File: config.mk
export PLATFORM = sky130hd
export DESIGN_NAME = miss_recur_prefetch
export DESIGN_NICKNAME = d
export VERILOG_FILES = /design/src/rtl/mrp_pkg.sv /design/src/rtl/mrp_history.sv /design/src/rtl/mrp_sched_table.sv /design/src/rtl/mrp_buffer.sv /design/src/rtl/miss_recur_prefetch.sv
export SDC_FILE = /design/constraint.sdc
export NUM_CORES = 1
export LEC_CHECK = 0
export ABC_AREA = 1
export ABC_CLOCK_PERIOD_IN_PS = 11200
export BUFFER_PORTS_ARGS = -buffer_cell sky130_fd_sc_hd__buf_2
export CORE_ASPECT_RATIO = 1.75
export CORE_MARGIN = 2
export CORE_UTILIZATION = 45
export CTS_CLUSTER_SIZE = 25
export DETAILED_ROUTE_END_ITERATION = 16
export GPL_ROUTABILITY_DRIVEN = 0
export GPL_TIMING_DRIVEN = 0
export SLEW_MARGIN = 25
export SYNTH_ARGS = -nofsm -noshare
export SYNTH_HDL_FRONTEND = slang
export SYNTH_SLANG_ARGS = --single-unit
File: constraint.sdc
create_clock -name clk -period 11.2 [get_ports clk]
set_input_delay 0.56 -clock clk [delete_from_list [all_inputs] [get_ports clk]]
set_output_delay 0.56 -clock clk [all_outputs]
set_load 0.03 [all_outputs]
File: src/rtl/mrp_pkg.sv
package mrp_pkg;

    typedef enum logic [1:0] {
        SCH_IDLE = 2'd0,
        SCH_REQ  = 2'd1,
        SCH_WAIT = 2'd2
    } sch_state_t;

endpackage

File: src/rtl/mrp_history.sv
module mrp_history #(
    parameter int ADDR_W     = 16,
    parameter int HIST_DEPTH = 8,
    parameter int CNT_W      = $clog2(HIST_DEPTH + 1)
) (
    input  logic              clk,
    input  logic              rst_n,
    input  logic              push,
    input  logic [ADDR_W-1:0] push_addr,
    output logic              match,
    output logic [CNT_W-1:0]  distance
);

    logic [ADDR_W-1:0]     h_addr [HIST_DEPTH];
    logic [HIST_DEPTH-1:0] h_vld;

    // nearest earlier occurrence wins: scan from oldest towards newest
    always_comb begin
        match    = 1'b0;
        distance = '0;
        for (int i = HIST_DEPTH - 1; i >= 0; i--) begin
            if (h_vld[i] && (h_addr[i] == push_addr)) begin
                match    = 1'b1;
                distance = CNT_W'(i + 1);
            end
        end
    end

    always_ff @(posedge clk) begin
        if (!rst_n) begin
            h_vld <= '0;
            for (int i = 0; i < HIST_DEPTH; i++) h_addr[i] <= '0;
        end else if (push) begin
            h_addr[0] <= push_addr;
            for (int i = 1; i < HIST_DEPTH; i++) h_addr[i] <= h_addr[i-1];
            h_vld <= {h_vld[HIST_DEPTH-2:0], 1'b1};
        end
    end


    distance_range_chk: assert property (@(posedge clk) disable iff (!rst_n)
        match |-> (distance != '0) && (distance <= CNT_W'(HIST_DEPTH)));

endmodule

File: src/rtl/mrp_sched_table.sv
module mrp_sched_table #(
    parameter int ADDR_W    = 16,
    parameter int SLOTS     = 4,
    parameter int CNT_W     = 4,
    parameter int LOOKAHEAD = 1
) (
    input  logic              clk,
    input  logic              rst_n,
    input  logic              miss,
    input  logic [ADDR_W-1:0] miss_addr,
    input  logic              new_ok,
    input  logic [CNT_W-1:0]  new_cnt,
    input  logic              take,
    output logic              elig,
    output logic [ADDR_W-1:0] elig_addr
);

    localparam int IW = $clog2(SLOTS);
    localparam int SW = $clog2(SLOTS + 1);

    // slot 0 is always the oldest pending entry; the table stays compacted
    logic [SLOTS-1:0]  s_vld;
    logic [ADDR_W-1:0] s_addr [SLOTS];
    logic [CNT_W-1:0]  s_cnt  [SLOTS];

    logic [SLOTS-1:0]  n_vld;
    logic [ADDR_W-1:0] n_addr [SLOTS];
    logic [CNT_W-1:0]  n_cnt  [SLOTS];
    logic [IW-1:0]     pick;
    logic [SW-1:0]     n;
    logic [SLOTS-1:0]  keep;

    always_comb begin
        elig = 1'b0;
        pick = '0;
        for (int i = SLOTS - 1; i >= 0; i--) begin
            if (s_vld[i] && (s_cnt[i] <= CNT_W'(LOOKAHEAD))) begin
                elig = 1'b1;
                pick = IW'(i);
            end
        end
        elig_addr = s_addr[pick];
    end

    always_comb begin
        n_vld  = '0;
        n_addr = s_addr;
        n_cnt  = s_cnt;
        n      = '0;
        for (int i = 0; i < SLOTS; i++) begin
            keep[i] = s_vld[i]
                    && !(take && elig && (IW'(i) == pick))
                    && !(miss && (s_addr[i] == miss_addr));
            if (keep[i]) begin
                n_addr[n[IW-1:0]] = s_addr[i];
                n_cnt[n[IW-1:0]]  = (miss && (s_cnt[i] != '0)) ? s_cnt[i] - CNT_W'(1) : s_cnt[i];
                n_vld[n[IW-1:0]]  = 1'b1;
                n = n + SW'(1);
            end
        end
        if (miss && new_ok && (n < SW'(SLOTS))) begin
            n_addr[n[IW-1:0]] = miss_addr;
            n_cnt[n[IW-1:0]]  = new_cnt;
            n_vld[n[IW-1:0]]  = 1'b1;
        end
    end

    always_ff @(posedge clk) begin
        if (!rst_n) begin
            s_vld <= '0;
            for (int i = 0; i < SLOTS; i++) begin
                s_addr[i] <= '0;
                s_cnt[i]  <= '0;
            end
        end else begin
            s_vld  <= n_vld;
            s_addr <= n_addr;
            s_cnt  <= n_cnt;
        end
    end

    logic dup;
    always_comb begin
        dup = 1'b0;
        for (int i = 0; i < SLOTS; i++)
            for (int j = i + 1; j < SLOTS; j++)
                if (s_vld[i] && s_vld[j] && (s_addr[i] == s_addr[j])) dup = 1'b1;
    end


    sched_unique_chk: assert property (@(posedge clk) disable iff (!rst_n) !dup);

endmodule

File: src/rtl/mrp_buffer.sv
module mrp_buffer #(
    parameter int ADDR_W = 16,
    parameter int DATA_W = 32,
    parameter int DEPTH  = 4
) (
    input  logic              clk,
    input  logic              rst_n,
    input  logic              fill,
    input  logic [ADDR_W-1:0] fill_addr,
    input  logic [DATA_W-1:0] fill_data,
    input  logic [ADDR_W-1:0] lkp_addr,
    output logic              lkp_hit,
    output logic [DATA_W-1:0] lkp_data
);

    localparam int PW = $clog2(DEPTH);

    logic [DEPTH-1:0]  b_vld;
    logic [ADDR_W-1:0] b_addr [DEPTH];
    logic [DATA_W-1:0] b_data [DEPTH];
    logic [PW-1:0]     wptr;
    logic [DEPTH-1:0]  hvec;
    logic              f_hit;
    logic [PW-1:0]     f_idx;

    always_comb begin
        lkp_hit  = 1'b0;
        lkp_data = '0;
        f_hit    = 1'b0;
        f_idx    = '0;
        for (int i = 0; i < DEPTH; i++) begin
            hvec[i] = b_vld[i] && (b_addr[i] == lkp_addr);
            if (hvec[i]) begin
                lkp_hit  = 1'b1;
                lkp_data = b_data[i];
            end
            if (b_vld[i] && (b_addr[i] == fill_addr)) begin
                f_hit = 1'b1;
                f_idx = PW'(i);
            end
        end
    end

    always_ff @(posedge clk) begin
        if (!rst_n) begin
            b_vld <= '0;
            wptr  <= '0;
            for (int i = 0; i < DEPTH; i++) begin
                b_addr[i] <= '0;
                b_data[i] <= '0;
            end
        end else if (fill) begin
            if (f_hit) begin
                b_data[f_idx] <= fill_data;
            end else begin
                b_vld[wptr]  <= 1'b1;
                b_addr[wptr] <= fill_addr;
                b_data[wptr] <= fill_data;
                wptr <= (wptr == PW'(DEPTH - 1)) ? '0 : wptr + PW'(1);
            end
        end
    end


    lookup_onehot_chk: assert property (@(posedge clk) disable iff (!rst_n) $onehot0(hvec));

    logic bdup;
    always_comb begin
        bdup = 1'b0;
        for (int i = 0; i < DEPTH; i++)
            for (int j = i + 1; j < DEPTH; j++)
                if (b_vld[i] && b_vld[j] && (b_addr[i] == b_addr[j])) bdup = 1'b1;
    end


    buffer_unique_chk: assert property (@(posedge clk) disable iff (!rst_n) !bdup);

endmodule

File: src/rtl/miss_recur_prefetch.sv
module miss_recur_prefetch
    import mrp_pkg::*;
#(
    parameter int ADDR_W     = 16,
    parameter int DATA_W     = 32,
    parameter int HIST_DEPTH = 8,
    parameter int SLOTS      = 4,
    parameter int BUF_DEPTH  = 4,
    parameter int LOOKAHEAD  = 1
) (
    input  logic              clk,
    input  logic              rst_n,
    input  logic              miss_valid,
    input  logic [ADDR_W-1:0] miss_addr,
    input  logic [ADDR_W-1:0] lkp_addr,
    output logic              lkp_hit,
    output logic [DATA_W-1:0] lkp_data,
    output logic              mem_req_valid,
    output logic [ADDR_W-1:0] mem_req_addr,
    input  logic              mem_req_ready,
    input  logic              mem_rsp_valid,
    input  logic [DATA_W-1:0] mem_rsp_data
);

    localparam int CNT_W = $clog2(HIST_DEPTH + 1);

    logic              h_match;
    logic [CNT_W-1:0]  h_dist;
    logic              elig;
    logic [ADDR_W-1:0] elig_addr;
    logic              take;
    logic              fill;
    logic [ADDR_W-1:0] pf_addr;
    sch_state_t        state, nxt;

    mrp_history #(.ADDR_W(ADDR_W), .HIST_DEPTH(HIST_DEPTH), .CNT_W(CNT_W)) u_hist (
        .clk(clk), .rst_n(rst_n), .push(miss_valid), .push_addr(miss_addr),
        .match(h_match), .distance(h_dist)
    );

    mrp_sched_table #(.ADDR_W(ADDR_W), .SLOTS(SLOTS), .CNT_W(CNT_W), .LOOKAHEAD(LOOKAHEAD)) u_sched (
        .clk(clk), .rst_n(rst_n), .miss(miss_valid), .miss_addr(miss_addr),
        .new_ok(h_match), .new_cnt(h_dist), .take(take),
        .elig(elig), .elig_addr(elig_addr)
    );

    mrp_buffer #(.ADDR_W(ADDR_W), .DATA_W(DATA_W), .DEPTH(BUF_DEPTH)) u_buf (
        .clk(clk), .rst_n(rst_n), .fill(fill), .fill_addr(pf_addr), .fill_data(mem_rsp_data),
        .lkp_addr(lkp_addr), .lkp_hit(lkp_hit), .lkp_data(lkp_data)
    );

    // state register
    always_ff @(posedge clk) begin
        if (!rst_n) state <= SCH_IDLE;
        else        state <= nxt;
    end

    always_comb begin
        nxt = state;
        unique case (state)
            SCH_IDLE: if (elig)          nxt = SCH_REQ;
            SCH_REQ:  if (mem_req_ready) nxt = SCH_WAIT;
            SCH_WAIT: if (mem_rsp_valid) nxt = SCH_IDLE;
            default:                     nxt = SCH_IDLE;
        endcase
    end

    always_ff @(posedge clk) begin
        if (!rst_n)    pf_addr <= '0;
        else if (take) pf_addr <= elig_addr;
    end

    // outputs
    always_comb begin
        take          = (state == SCH_IDLE) && elig;
        mem_req_valid = (state == SCH_REQ);
        mem_req_addr  = pf_addr;
        fill          = (state == SCH_WAIT) && mem_rsp_valid;
    end


    req_hold_chk: assert property (@(posedge clk) disable iff (!rst_n)
        (mem_req_valid && !mem_req_ready) |=> (mem_req_valid && $stable(mem_req_addr)));


    single_flight_chk: assert property (@(posedge clk) disable iff (!rst_n)
        (mem_req_valid && mem_req_ready) |=> !mem_req_valid);

endmodule

Yosys cells after proc, flatten, opt, wreduce, memory -nomap -nowiden
Memory sizes are Yosys's and may differ from the RTL's.
Index checks and enable logic that the tools add are counted.
- muxes and demuxes: 132
- div/mod/pow operators: 0
- add/subtract/negate cells: 8
- $mul: 0
- bitwise operators: 19
- order comparisons: 24
- reductions and logical operators: 73
- equal/unequal tests: 29
- shifts and indexed selects: 0
- operator list (cell ; number):
    $eq 16x16->1 ; 20
    $mux 16 ; 19
    $bwmux 64 ; 4
    $mux 64 ; 4
    $mux 32 ; 6
    $demux 16 s2 ; 4
    $mux 4 ; 21
    $bwmux 16 ; 4
    $reduce_or 32->1 ; 2
    $logic_and 1x1->1 ; 54
    $mux 1 ; 43
    $bmux 16 s2 ; 1
    $demux 4 s2 ; 4
    $mux 2 ; 13
    $le 4x1->1 const B ; 4
    $or 4x4->4 ; 4
    $reduce_bool 4->1 ; 4
    $reduce_or 16->1 ; 1
    $sub 4x1->4 const B ; 4
    $ge 3x3->1 const B ; 5
    $lt 2x3->1 const B ; 4
    $lt 3x1->1 const B ; 4
    $not 2->3 ; 4
    $demux 1 s2 ; 5
    other kinds (23) ; 47
- bits in read-only memories: 0
- bits in writable memories: 320
- memories: 3
- word-level logic and storage cells: 302
- bits of input ports: 69
- flip-flop bits (word level): 116
- output and inout port bits: 50
- latch bits: 0
- memory list (name ; depth ; bits a word ; read ports ; clocked after Yosys merged registers in ; write ports ; line ; source):
    u_buf.b_data ; 4 ; 32 ; 4 ; 0 ; 4 ; mrp_buffer.sv:20 ; logic [DATA_W-1:0] b_data [DEPTH];
    u_hist.h_addr ; 8 ; 16 ; 8 ; 0 ; 8 ; mrp_history.sv:14 ; logic [ADDR_W-1:0] h_addr [HIST_DEPTH];
    u_buf.b_addr ; 4 ; 16 ; 4 ; 0 ; 4 ; mrp_buffer.sv:19 ; logic [ADDR_W-1:0] b_addr [DEPTH];

Longest topological paths before layout
- word-level depth: 26
- depth in mapped cells: 30
- gate-level depth less buffers: 29

Modules after synthesis
From an unflattened synthesis, not the netlist that was laid out.
- cells, all modules: 3352
- area, all modules: 25528.2 um^2
- by module, submodules not included (module ; area each (um^2) ; cells an instance ; times used):
    mrp_buffer ; 10567.6 ; 1231 ; 1
    mrp_sched_table ; 7195.7 ; 1231 ; 1
    mrp_history ; 6907.9 ; 768 ; 1
    miss_recur_prefetch ; 857.1 ; 122 ; 1

Worst setup path before layout
No wires, ideal clock.
- path kind: input-to-reg
- start point: input rst_n
- end point: memory u_hist.h_addr[0][0], enable pin
- data arrival time: 3273 ps
- buffers on the path: 2
- data required time: 10053 ps
- stages on the path: 3
- setup slack: 6780 ps
- library setup time: 1147 ps
- cells stage by stage: clkbuf_1 clkbuf_1 nand2_1
- RTL lines (what ; line ; source):
    start: declaration ; miss_recur_prefetch.sv:12 ; input logic rst_n,
    end: declaration ; mrp_history.sv:14 ;

Worst setup path in the final report
- start point: register u_sched.s_cnt[12] (netlist name)
- end point: register u_sched.s_cnt[4] (netlist name)
- longest elaborated chain between the ends: 23
- RTL lines (what ; line ; source):
    start: declaration ; mrp_sched_table.sv:24 ; logic [CNT_W-1:0] s_cnt [SLOTS];
    start signal: assignment ; mrp_sched_table.sv:78 ; s_cnt <= n_cnt;
    $le 4x1->1 (*) ; mrp_sched_table.sv:37 ; if (s_vld[i] && (s_cnt[i] <= CNT_W'(LOOKAHEAD))) begin
    $logic_and 1x1->1 (*) ; mrp_sched_table.sv:37 ;
    $mux 1 ; mrp_sched_table.sv:37 ;
    $logic_and 1x1->1 ; miss_recur_prefetch.sv:75 ; take = (state == SCH_IDLE) && elig;
    $logic_and 1x1->1 (2 in a row) ; mrp_sched_table.sv:52 ; && !(take && elig && (IW'(i) == pick))
    $logic_not 1->1 ; mrp_sched_table.sv:52 ;
    $logic_and 1x1->1 ; mrp_sched_table.sv:52 ;
    $logic_and 1x1->1 ; mrp_sched_table.sv:53 ; && !(miss && (s_addr[i] == miss_addr));
    [6 not listed] ; - ;
    $mux 3, or another cell as far along ; mrp_sched_table.sv:54 ; if (keep[i]) begin
    $not 2->3 (implied by the code), or another cell as far along ; mrp_sched_table.sv:63 ; n_cnt[n[IW-1:0]] = new_cnt;
    $ge 3x3->1 (implied by the code), or another cell as far along ; mrp_sched_table.sv:63 ;
    $logic_and 1x1->1 (implied by the code), or another cell as far along ; mrp_sched_table.sv:63 ;
    $mux 4 (implied by the code) / $bwmux 16 (equally long branches) ; mrp_sched_table.sv:63, mrp_sched_table.sv:56 ;
    $demux 4 s2 / $mux 16 (equally long branches) ; mrp_sched_table.sv:63, mrp_sched_table.sv:54 ;
    $bwmux 16 ; mrp_sched_table.sv:63 ;
    $mux 16 (*) ; mrp_sched_table.sv:61 ; if (miss && new_ok && (n < SW'(SLOTS))) begin
Every way passes the cells marked *; elsewhere a longest branch is shown, timed or not.
A chain may end at the register's enable or synchronous reset.

==> impl_metrics.env <==
export IMPL_cp_required_ns=11.74
export IMPL_hold_worst_slack_ns=0.217
export IMPL_fin_crit_ns=5.30
export IMPL_syn_inst=3567
export IMPL_grt_pass1_wl_mm=149
export IMPL_avgSynthCellArea_sq_um=7.35
export IMPL_hold_viol=0
export IMPL_hp_class="in -> reg"
export IMPL_status="finished, final reports clean"
export IMPL_gr_usage_all_layers_pct=33.6
export IMPL_worstPathArrival_ns=5.84
export IMPL_detail_route_wirelength_mm=103
export IMPL_nNetsFinal=3816
export IMPL_p_seq_share_pct=50.0
export IMPL_syn_to_final_growth_pct=11.7
export IMPL_tightest_slew_ns=0.933
export IMPL_die_area_sq_um=60300
export IMPL_root_buffer="clkbuf_16"
export IMPL_r2r_setup_slack_ns=5.90
export IMPL_clk_path_buf_depth=3
export IMPL_numCtsBuffers=43
export IMPL_die_w_um=187
export IMPL_cts_num_sinks=436
export IMPL_vdd_drop_max_v=0.000133
export IMPL_wl_per_cell_um=22.6
export IMPL_clk_insertion_delay_late_ns=0.62
export IMPL_post_cts_setup_buffer_count=0
export IMPL_async_flop_share_pct=0
export IMPL_ys_flop_type="edfxtp_1"
export IMPL_maxSlewViolCount=0
export IMPL_ys_seq_elements=436
export IMPL_antenna_found_initial=0
export IMPL_max_freq_mhz=189
export IMPL_intPower_mw=2.70
export IMPL_skew_ns=0.0317
export IMPL_dp_cells=4449
export IMPL_grt_setup_unrepaired="false"
export IMPL_io_buffers=101
export IMPL_num_rows=117
export IMPL_path_clk_slew_ns=0.07
export IMPL_first_iter_violations=1975
export IMPL_period_share_pct=47.3
export IMPL_synth_nets=3662
export IMPL_met2_usage_pct=61.7
export IMPL_crit_fanout=10
export IMPL_slew_headroom_pct=37.8
export IMPL_startpoint_type="register"
export IMPL_first_pass_iters=7
export IMPL_via_per_inst=5.50
export IMPL_vias=24930
export IMPL_grtUsageMet3_pct=5.75
export IMPL_initial_core_util_pct=45.2
export IMPL_final_util_pct=50.6
export IMPL_pin_count=119
export IMPL_ys_types=54
export IMPL_antenna_left=0
export IMPL_dp_slack_ns=5.69
export IMPL_grt_overflow_total=0
export IMPL_yosys_warnings=0
export IMPL_htree_levels=2
export IMPL_drv_cap=0
export IMPL_tns_ns=0
export IMPL_fill_cells=6021
export IMPL_hpwl_mm=79.1
export IMPL_antenna_cells=0
export IMPL_grt_max_degree=52
export IMPL_cp_end_kind="register"
export IMPL_drc=0
export IMPL_cts_resized=0
export IMPL_critical_path_class="reg -> reg"
export IMPL_p_sw_share_pct=26.0
export IMPL_seq_area_sq_um=11900
export IMPL_clockPowerShare_pct=41.1
export IMPL_power_switching_mw=0.949
export IMPL_drive_above_1_share_pct=9.56
export IMPL_cts_tree="yes"
export IMPL_ys_seq_area_share_pct=45.5
export IMPL_multi_input_area_sq_um=11800
export IMPL_grt_pass1_vias=24418
export IMPL_final_cells=4529
export IMPL_synth_edf_count=320
export IMPL_power_density_nw_per_um2=125
export IMPL_setup_viol=0
export IMPL_core_sq_um=58000
export IMPL_dieHeight_um=323
export IMPL_gr_usage_met1_pct=31.0
export IMPL_syn_area_sq_um=26200
export IMPL_p_leak_nw=12.7
export IMPL_power_frac_comb_pct=8.9
export IMPL_setup_slack_ns=5.90
export IMPL_busiest_layer="met2"
export IMPL_holdBufCountCts=0
-- cells in the final DEF, fill, tap and decap left out, drive strengths merged --
| cell | n |
|---|---|
| a211o | 1 |
| a211oi | 4 |
| a21boi | 2 |
| a21oi | 130 |
| a221oi | 5 |
| a22oi | 2 |
| a31oi | 8 |
| a41oi | 3 |
| and2 | 1 |
| and3 | 1 |
| buf | 197 |
| bufinv | 3 |
| clkbuf | 123 |
| clkinv | 20 |
| clkinvlp | 4 |
| dfxtp | 116 |
| edfxtp | 320 |
| fa | 1 |
| ha | 25 |
| inv | 465 |
| nand2 | 876 |
| nand2b | 1 |
| nand3 | 157 |
| nand3b | 9 |
| nand4 | 51 |
| nor2 | 745 |
| nor3 | 44 |
| nor3b | 3 |
| nor4 | 6 |
| o2111ai | 11 |
| o211ai | 12 |
| o21ai | 231 |
| o21bai | 1 |
| o221ai | 14 |
| o22ai | 47 |
| or2 | 19 |
| xnor2 | 44 |
| xor2 | 54 |
-- per-stage QoR --
stage | total power, mW | cell area (sq um)
detailed placement | 2.18 | 27900
global placement | 2.17 | 27700
global route | 3.75 | 29300
floorplan | 2.04 | 26200
CTS | 3.66 | 29300
finish | 3.65 | 29300
-- per-layer routing --
| layer | vias to the layer above | wire length, um | share of wire, % |
|---|---|---|---|
| li1 | 11785 | - | - |
| met1 | 11475 | 32700 | 32 |
| met2 | 1192 | 51600 | 50 |
| met3 | 478 | 6630 | 6.5 |
| met4 | 0 | 11600 | 11 |
| met5 | - | 0 | 0 |
-- flip-flops by register name, indices dropped and copies added, names as in the netlist --
signal and count:
mem_req_addr 16, state 2, u_buf.b_addr 64, u_buf.b_data 128, u_buf.b_vld 4, u_buf.wptr 2
u_hist.h_addr 128, u_hist.h_vld 8, u_sched.s_addr 64, u_sched.s_cnt 16, u_sched.s_vld 4
-- worst paths after layout --
check / start / end / cells past startpoint
max: u_sched.s_cnt[12] / u_sched.s_cnt[4] / 21
min: mem_req_ready / state[1] / 3
max reg2reg: u_sched.s_cnt[12] / u_sched.s_cnt[4] / 21
min reg2reg: u_hist.h_vld[7] / u_hist.h_vld[7] / 2
-- synthesized netlist by cell type (11+ instances only) --
| cell | n | area (sq um) |
|---|---|---|
| nand2_1 | 860 | 3230 |
| nor2_1 | 725 | 2720 |
| inv_1 | 436 | 1640 |
| edfxtp_1 | 320 | 9610 |
| o21ai_0 | 190 | 951 |
| nand3_1 | 145 | 726 |
| a21oi_1 | 128 | 641 |
| dfxtp_1 | 116 | 2320 |
| clkbuf_1 | 68 | 255 |
| xor2_1 | 54 | 473 |
| buf_2 | 51 | 255 |
| nand4_1 | 51 | 319 |
| o22ai_1 | 47 | 294 |
| nor3_1 | 44 | 220 |
| xnor2_1 | 44 | 385 |
| o21ai_1 | 41 | 205 |
| inv_2 | 26 | 97.6 |
| ha_1 | 25 | 313 |
| buf_4 | 24 | 180 |
| or2_2 | 15 | 93.8 |
| nand2_2 | 14 | 87.6 |
| o221ai_1 | 14 | 123 |
| o211ai_1 | 12 | 90.1 |
| nor2_2 | 11 | 68.8 |
| o2111ai_1 | 11 | 96.3 |
-- logic make-up after synthesis --
family | count (synthesis) | synth area share, %
fa+ha+maj | 26 | 1.27
xor+xnor | 98 | 3.27
flops | 436 | 45.5
buf+inv | 623 | 9.81
compound gates | 471 | 9.99
simple gates | 1913 | 30.2
-- power by group through the flow --
stage	Clock, mW	Sequential (mW)	Combinational [mW]
2_1_floorplan	0	1.85	0.193
3_3_place_gp	0	1.87	0.307
3_5_place_dp	0	1.86	0.316
4_1_cts	1.51	1.83	0.317
5_1_grt	1.57	1.83	0.349
6_report	1.50	1.83	0.325
-- critical path, cell delays in order, from the launching register on --
cell and delay [ns]:
dfxtp_1 0.39, inv_1 0.11, ha_1 0.22, inv_1 0.08, nand2_1 0.07, nand3_2 0.12
inv_1 0.05, nor2_1 0.59, nand2_1 0.19, nand3_1 0.29, ha_1 0.22, nand3_2 0.33
clkbuf_1 0.39, nand2_1 0.24, inv_1 0.09, ha_1 0.20, nand2_1 0.34, clkbuf_1 0.74
o21ai_0 0.19, a21oi_1 0.18, nor3_1 0.06, nor2_1 0.13
-- area by class of cell --
cell class              instances  share of cell area, %
plain buffers                 156                   2.78
clock buffers                  55                   4.03
clock inverters                25                  0.756
inverters                     467                   6.00
multi-input cells            2508                   40.1
flip-flops and latches        436                   40.7
well taps                     773                   3.30
repair buffers                109                   2.31
(Power assumes the default switching activity.)
